<file path="config.mk">
export PLATFORM = sky130hd
export DESIGN_NAME = sdm_mod
export DESIGN_NICKNAME = d
export VERILOG_FILES = /design/src/rtl/sdm_pkg.sv /design/src/rtl/sdm_quant.sv /design/src/rtl/sdm_loop.sv /design/src/rtl/sdm_dwa.sv /design/src/rtl/sdm_mod.sv
export SDC_FILE = /design/constraint.sdc
export NUM_CORES = 1
export LEC_CHECK = 0
export CAP_MARGIN = 10
export CORE_MARGIN = 2
export CORE_UTILIZATION = 30
export CTS_CLUSTER_DIAMETER = 30
export DETAILED_ROUTE_END_ITERATION = 10
export DONT_BUFFER_PORTS = 1
export PLACE_DENSITY_LB_ADDON = 0.08
export SYNTH_ARGS = -nofsm -noshare
export SYNTH_HDL_FRONTEND = slang
export SYNTH_SLANG_ARGS = --single-unit
</file>
<file path="constraint.sdc">
create_clock -name clk -period 7.3 [get_ports clk]
set_input_delay 0.73 -clock clk [delete_from_list [all_inputs] [get_ports clk]]
set_output_delay 0.73 -clock clk [all_outputs]
set_load 0.1 [all_outputs]
</file>
<file path="src/rtl/sdm_pkg.sv">
package sdm_pkg;
  // Default sizes shared by the modulator modules.
  localparam int DEF_IN_W   = 16;
  localparam int DEF_CODE_W = 6;
  localparam int DEF_GUARD  = 4;  // extra integrator headroom bits

  // Number of unit elements driven by a level code of the given width.
  function automatic int elem_count(input int code_w);
    return (1 << code_w) - 1;
  endfunction
endpackage

</file>
<file path="src/rtl/sdm_quant.sv">
module sdm_quant #(
  parameter int CODE_W = 6,
  parameter int ACC_W  = 20,
  parameter int SHIFT  = 10
) (
  input  logic signed [ACC_W-1:0] acc_i,
  output logic        [CODE_W-1:0] level_o
);
  localparam int QW = ACC_W + 1;
  localparam logic signed [QW-1:0] HALF  = QW'(1 << (SHIFT - 1));
  localparam logic signed [QW-1:0] MID   = QW'(1 << (CODE_W - 1));
  localparam logic signed [QW-1:0] MAXL  = QW'((1 << CODE_W) - 1);
  localparam logic signed [QW-1:0] ZERO  = '0;

  logic signed [QW-1:0] rnd;
  logic signed [QW-1:0] q;
  logic signed [QW-1:0] lev_w;

  always_comb begin
    rnd   = $signed({acc_i[ACC_W-1], acc_i}) + HALF;
    q     = rnd >>> SHIFT;
    lev_w = q + MID;
    if (lev_w < ZERO)
      level_o = '0;
    else if (lev_w > MAXL)
      level_o = MAXL[CODE_W-1:0];
    else
      level_o = lev_w[CODE_W-1:0];
  end
endmodule

</file>
<file path="src/rtl/sdm_loop.sv">
module sdm_loop #(
  parameter int IN_W   = 16,
  parameter int CODE_W = 6,
  parameter int ACC_W  = 20
) (
  input  logic                    clk,
  input  logic                    rst,
  input  logic                    en_i,
  input  logic signed [IN_W-1:0]  x_i,
  input  logic        [CODE_W-1:0] level_i,
  output logic signed [ACC_W-1:0] i2_o
);
  localparam int SHIFT = IN_W - CODE_W;
  localparam int EXT_W = ACC_W + 2;
  localparam logic signed [ACC_W-1:0] MID_A = ACC_W'(1 << (CODE_W - 1));
  localparam logic signed [EXT_W-1:0] SAT_HI =
    $signed({{(EXT_W-ACC_W+1){1'b0}}, {(ACC_W-1){1'b1}}});
  localparam logic signed [EXT_W-1:0] SAT_LO =
    $signed({{(EXT_W-ACC_W+1){1'b1}}, {(ACC_W-1){1'b0}}});

  logic signed [ACC_W-1:0] i1_q, i2_q;
  logic signed [ACC_W-1:0] lev_s, fb;
  logic signed [EXT_W-1:0] x_e, i1_e, i2_e, fb_e, s1, s2;
  logic signed [ACC_W-1:0] i1_d, i2_d;

  always_comb begin
    lev_s = $signed({{(ACC_W-CODE_W){1'b0}}, level_i}) - MID_A;
    fb    = lev_s <<< SHIFT;
    x_e   = $signed({{(EXT_W-IN_W){x_i[IN_W-1]}}, x_i});
    i1_e  = $signed({{(EXT_W-ACC_W){i1_q[ACC_W-1]}}, i1_q});
    i2_e  = $signed({{(EXT_W-ACC_W){i2_q[ACC_W-1]}}, i2_q});
    fb_e  = $signed({{(EXT_W-ACC_W){fb[ACC_W-1]}}, fb});
    s1    = i1_e + x_e - fb_e;
    s2    = i2_e + i1_e - (fb_e <<< 1);
    if (s1 > SAT_HI)      i1_d = SAT_HI[ACC_W-1:0];
    else if (s1 < SAT_LO) i1_d = SAT_LO[ACC_W-1:0];
    else                  i1_d = s1[ACC_W-1:0];
    if (s2 > SAT_HI)      i2_d = SAT_HI[ACC_W-1:0];
    else if (s2 < SAT_LO) i2_d = SAT_LO[ACC_W-1:0];
    else                  i2_d = s2[ACC_W-1:0];
  end

  always_ff @(posedge clk) begin
    if (rst) begin
      i1_q <= '0;
      i2_q <= '0;
    end else if (en_i) begin
      i1_q <= i1_d;
      i2_q <= i2_d;
    end
  end

  assign i2_o = i2_q;

  // adding a non-negative amount must never make the first integrator smaller
  a_r7_no_wrap: assert property (@(posedge clk) disable iff (rst)
    (en_i && x_i >= 0 && fb <= 0) |=> (i1_q >= $past(i1_q)));

  // the mirror case for a non-positive amount
  a_r7_no_wrap_neg: assert property (@(posedge clk) disable iff (rst)
    (en_i && x_i <= 0 && fb >= 0) |=> (i1_q <= $past(i1_q)));

  // the integrators are frozen while the enable is low
  a_r2_loop_hold: assert property (@(posedge clk) disable iff (rst)
    (!en_i) |=> ($stable(i1_q) && $stable(i2_q)));
endmodule

</file>
<file path="src/rtl/sdm_dwa.sv">
module sdm_dwa #(
  parameter int CODE_W   = 6,
  parameter int NUM_ELEM = 63
) (
  input  logic                clk,
  input  logic                rst,
  input  logic                en_i,
  input  logic [CODE_W-1:0]   level_i,
  output logic [NUM_ELEM-1:0] elem_o
);
  localparam int PTR_W = $clog2(NUM_ELEM);
  localparam int SUM_W = ((PTR_W > CODE_W) ? PTR_W : CODE_W) + 1;
  localparam logic [SUM_W-1:0] N_S = SUM_W'(NUM_ELEM);

  logic [PTR_W-1:0]    ptr_q;
  logic [SUM_W-1:0]    ptr_s, lev_s, ptr_sum, ptr_nxt;
  logic [NUM_ELEM-1:0] sel_d;
  logic [NUM_ELEM-1:0] elem_q;

  always_comb begin
    ptr_s   = SUM_W'(ptr_q);
    lev_s   = SUM_W'(level_i);
    ptr_sum = ptr_s + lev_s;
    ptr_nxt = (ptr_sum >= N_S) ? (ptr_sum - N_S) : ptr_sum;
  end

  for (genvar k = 0; k < NUM_ELEM; k++) begin : g_elem
    localparam logic [SUM_W-1:0] K_S = SUM_W'(k);
    logic [SUM_W-1:0] off;
    always_comb begin
      off = (K_S >= ptr_s) ? (K_S - ptr_s) : (K_S + N_S - ptr_s);
      sel_d[k] = (off < lev_s);
    end
  end

  always_ff @(posedge clk) begin
    if (rst) begin
      ptr_q  <= '0;
      elem_q <= '0;
    end else if (en_i) begin
      ptr_q  <= ptr_nxt[PTR_W-1:0];
      elem_q <= sel_d;
    end
  end

  assign elem_o = elem_q;

  // the pointer always names a real element
  a_r4_ptr_range: assert property (@(posedge clk) disable iff (rst)
    32'(ptr_q) < NUM_ELEM);

  // a non-empty run begins at the element the pointer named
  a_r4_run_start: assert property (@(posedge clk) disable iff (rst)
    (en_i && level_i != '0) |=> elem_o[$past(ptr_q)]);
endmodule

</file>
<file path="src/rtl/sdm_mod.sv">
module sdm_mod
  import sdm_pkg::*;
#(
  parameter int IN_W   = DEF_IN_W,
  parameter int CODE_W = DEF_CODE_W,
  localparam int NUM_ELEM = elem_count(CODE_W)
) (
  input  logic                     clk,
  input  logic                     rst,
  input  logic                     en_i,
  input  logic signed [IN_W-1:0]   x_i,
  output logic        [CODE_W-1:0] code_o,
  output logic        [NUM_ELEM-1:0] elem_o
);
  localparam int ACC_W = IN_W + DEF_GUARD;
  localparam int SHIFT = IN_W - CODE_W;

  logic signed [ACC_W-1:0] i2;
  logic [CODE_W-1:0]       level;
  logic [CODE_W-1:0]       code_q;

  sdm_loop #(.IN_W(IN_W), .CODE_W(CODE_W), .ACC_W(ACC_W)) u_loop (
    .clk(clk), .rst(rst), .en_i(en_i), .x_i(x_i),
    .level_i(level), .i2_o(i2)
  );

  sdm_quant #(.CODE_W(CODE_W), .ACC_W(ACC_W), .SHIFT(SHIFT)) u_quant (
    .acc_i(i2), .level_o(level)
  );

  sdm_dwa #(.CODE_W(CODE_W), .NUM_ELEM(NUM_ELEM)) u_dwa (
    .clk(clk), .rst(rst), .en_i(en_i), .level_i(level), .elem_o(elem_o)
  );

  always_ff @(posedge clk) begin
    if (rst)       code_q <= '0;
    else if (en_i) code_q <= level;
  end

  assign code_o = code_q;

  // both outputs read zero after a reset cycle
  a_r1_reset_clear: assert property (@(posedge clk)
    rst |=> (code_o == '0 && elem_o == '0));

  // the element count matches the level
  a_r3_pop_eq_code: assert property (@(posedge clk) disable iff (rst)
    $countones(elem_o) == 32'(code_o));

  // the outputs hold while the enable is low
  a_r2_hold: assert property (@(posedge clk) disable iff (rst)
    (!en_i) |=> ($stable(code_o) && $stable(elem_o)));
endmodule

</file>
==> summary.md <==
| Metric | Value |
|---|---|
| CP startpoint kind | flip-flop |
| Cell Count, Final, Fillers Out | around 3.9k |
| TritonCTS Sinks | 115 |
| YS warnings | 0 |
| Vias in the first global route | 22.5k |
| Synth top area share | 23.5% |
| Status | finished, final reports clean |
| I/O pin cnt | between 80 and 90 |
| Die Y | 276 um |
| Yosys reg bits | 115 |
| Synth cell count leaders | 418 x ha_1, 380 x nand2_1, 263 x a21oi_1, 244 x o21ai_0, 224 x xnor2_1 |
| Initial Util | 30.4% |
| Hold Crit Class | in2reg |
| CP endpoint kind | flip-flop |
| Setup-failing EPs final | 0 |
| Std-Cell Rows | 99 |
| CP max FO | 13 |
| First-pass GRT wire length | 154000 um |
| Initial detailed-routing violation count | slightly above 2k |
| Slew headroom | 18.6% |
| Largest net degree at the start of global routing | 90 |
| Worst Skew | 0.0174 ns |
| Netlist Area Pre-Place | 22200 um2 |
| Fin. max-slew vios | 0 |
| Placer Congestion | about 0.93 |
| Max frequency | 146 MHz |
| Pre-antenna DRT Iters | 5 |
| Req. time, crit path | 7.70 ns |
| Critical Path AT | 7.23 ns |
| Netlist cell types | 82 |
| All-layer global routing usage | a little over a quarter |
| Crit path time final | 6.83 ns |
| Worst-margin pin slew | approximately 1.2 ns |
| # nets final | between 3k and 4k |
| Post-Syn Instances | 3041 |
| Layout cells sized above 1 | 6.64% |
| Syn avg cell area | 7.31 um2 |
| Fill cell count | 7808 |
| Clock Latency Late Sink | between 0.5 and 0.6 ns |
| Crit path kind | reg2reg |
| Synth Net Count | 3498 |
| Post-synth EDFFs | 0 |
| Global route overflow | 0 |
| DRC | 0 |
| Setup TNS | 0 ns |
| Port Buffers | 0 |
| Per-cell routed wire length | 26.9 um |
| Top cells by area, synth | ha_1 24%, dfxtp_1 10%, xnor2_1 8.8% |
| Area Growth Syn to Fin | 8.21% |
| Via/cell ratio | ~6.0 |
| CTS Buf Count | 17 |
| Ys flop type | dfxtp_1 |
| Die footprint | approximately 76000 um2 |
| Final Hold Vio Count | 0 |
| Routed WL | 106000 um |
| Top-count cell post-synth | ha_1 |
| CTS max path bufs | 2 |
| Final worst-path cycle share | 93.6% |
| Max cap viols | 0 |
| Ys async rst share | 0% |
| Vias | 23.4k |
| Initial antenna violation count | 2 |
| Die X-Extent | approximately 280 um |
| Clock Pin Slew Worst Setup and Hold Paths | about 0.070 ns |
| Sequential cell area fraction in the yosys report | around 10% |
| Yosys top cell by area | ha_1 |
| Max H-tree Level | 4 |
| Detailed Place HPWL | 71500 um |
| Placed insts | 3891 |
| TritonCTS clock tree | done |
| Post-route ant nets | 0 |
| Core area | roughly 73000 um2 |
| Clk Tree Root Cell | clkbuf_16 |
| Number of diodes | 0 |
[cells by family after synthesis]
logic type | count (synthesis) | synth area share (%)
AOI/OAI and AO/OA | 984 | 28.6
and+or+nand+nor | 804 | 15.9
adders and majority gates | 438 | 25.3
buffers and inverters | 381 | 6.62
xor gates and xnor gates | 240 | 9.46
muxes | 79 | 3.71
DFF | 115 | 10.4
[critical path, cell delays in order, from the launching register on]
cell,delay (ns)
dfxtp_1,0.49
ha_4,0.25
nand3_1,0.15
or3_1,0.37
and2_1,0.20
inv_1,0.06
ha_1,0.22
nand2b_1,0.06
or4_1,0.40
a2111oi_1,0.43
a2111o_1,0.21
or2_2,0.17
o31a_1,0.51
fa_1,0.52
inv_1,0.08
ha_1,0.28
and3_1,0.19
a22o_1,0.24
o21ai_2,0.18
nand2b_1,0.12
a221o_1,0.39
a211o_1,0.46
and2_1,0.39
a221oi_1,0.34
[layer usage]
layer | global-route usage, % | routed length (um) | vias to the layer above
met2 | 42.7 | 46800 | 878
met1 | 37.3 | 49000 | 11500
met3 | 4.56 | 7050 | 155
met4 | 8.67 | 2800 | 2
li1 | - | - | 10870
met5 | 0 | 7 | -
[final cells by class]
cell class | instances | area [um2] | share of cell area (%)
Sequential cell | 115 | 2310 | 9.63
Clock buffer | 19 | 453 | 1.88
Timing Repair Buffer | 88 | 698 | 2.90
Inverter | 186 | 702 | 2.92
Clock inverter | 13 | 171 | 0.713
Multi-Input combinational cell | 2545 | 18500 | 77.0
Tap cell | 959 | 1200 | 4.99
[path summary, 6_finish.rpt]
kind,slack [ns],end,start,cells past startpoint
setup / recovery,0.47,u_loop.i2_o[10],u_loop.i2_o[10],23
hold / removal,0.34,u_loop.i1_q[6],rst,1
setup reg to reg,0.47,u_loop.i2_o[10],u_loop.i2_o[10],23
hold reg to reg,0.48,u_loop.i2_o[2],u_loop.i2_o[2],2
[registers in the layout, indices dropped and copies added (netlist names)]
register,flops
code_o,6
u_dwa.elem_o,63
u_dwa.ptr_q,6
u_loop.i1_q,20
u_loop.i2_o,20
[repair_timing]
action	4_1_cts	5_1_grt
endpoints found under the setup margin	0	30
hold buffers	0	0
buffers inserted	0	2
resized for setup	0	5
[placed cells by master (no fill, tap or decap), types with 17 or more instances in the layout]
master	n
a2111oi_0	27
a211oi_1	87
a21o_1	44
a21oi_1	263
a221oi_1	33
a22o_1	20
a31oi_1	36
and3_1	35
buf_4	85
clkbuf_16	17
dfxtp_1	109
fa_1	20
ha_1	415
inv_1	170
mux2_2	26
mux2i_1	53
nand2_1	380
nand2b_1	19
nand3_1	53
nor2_1	167
nor3_1	64
o2111ai_1	24
o211ai_1	49
o21a_1	44
o21ai_0	244
o21ai_1	20
xnor2_1	222
[stage by stage]
step                      setup slack (ns)  area [um2]  util [%]  hold slack, ns
after global placement               0.371       23400      32.0           0.460
after floorplan                      0.199       22200         -           0.442
final                                0.467       24000      32.9           0.340
after detailed placement             0.133       23400      32.0           0.471
after CTS                           0.0907       24000      32.8           0.272
after global routing              -0.00915       24000      32.9           0.309
Power is not shown: default switching activity piles up to over one toggle a cycle in this logic, so the estimate is an artifact.
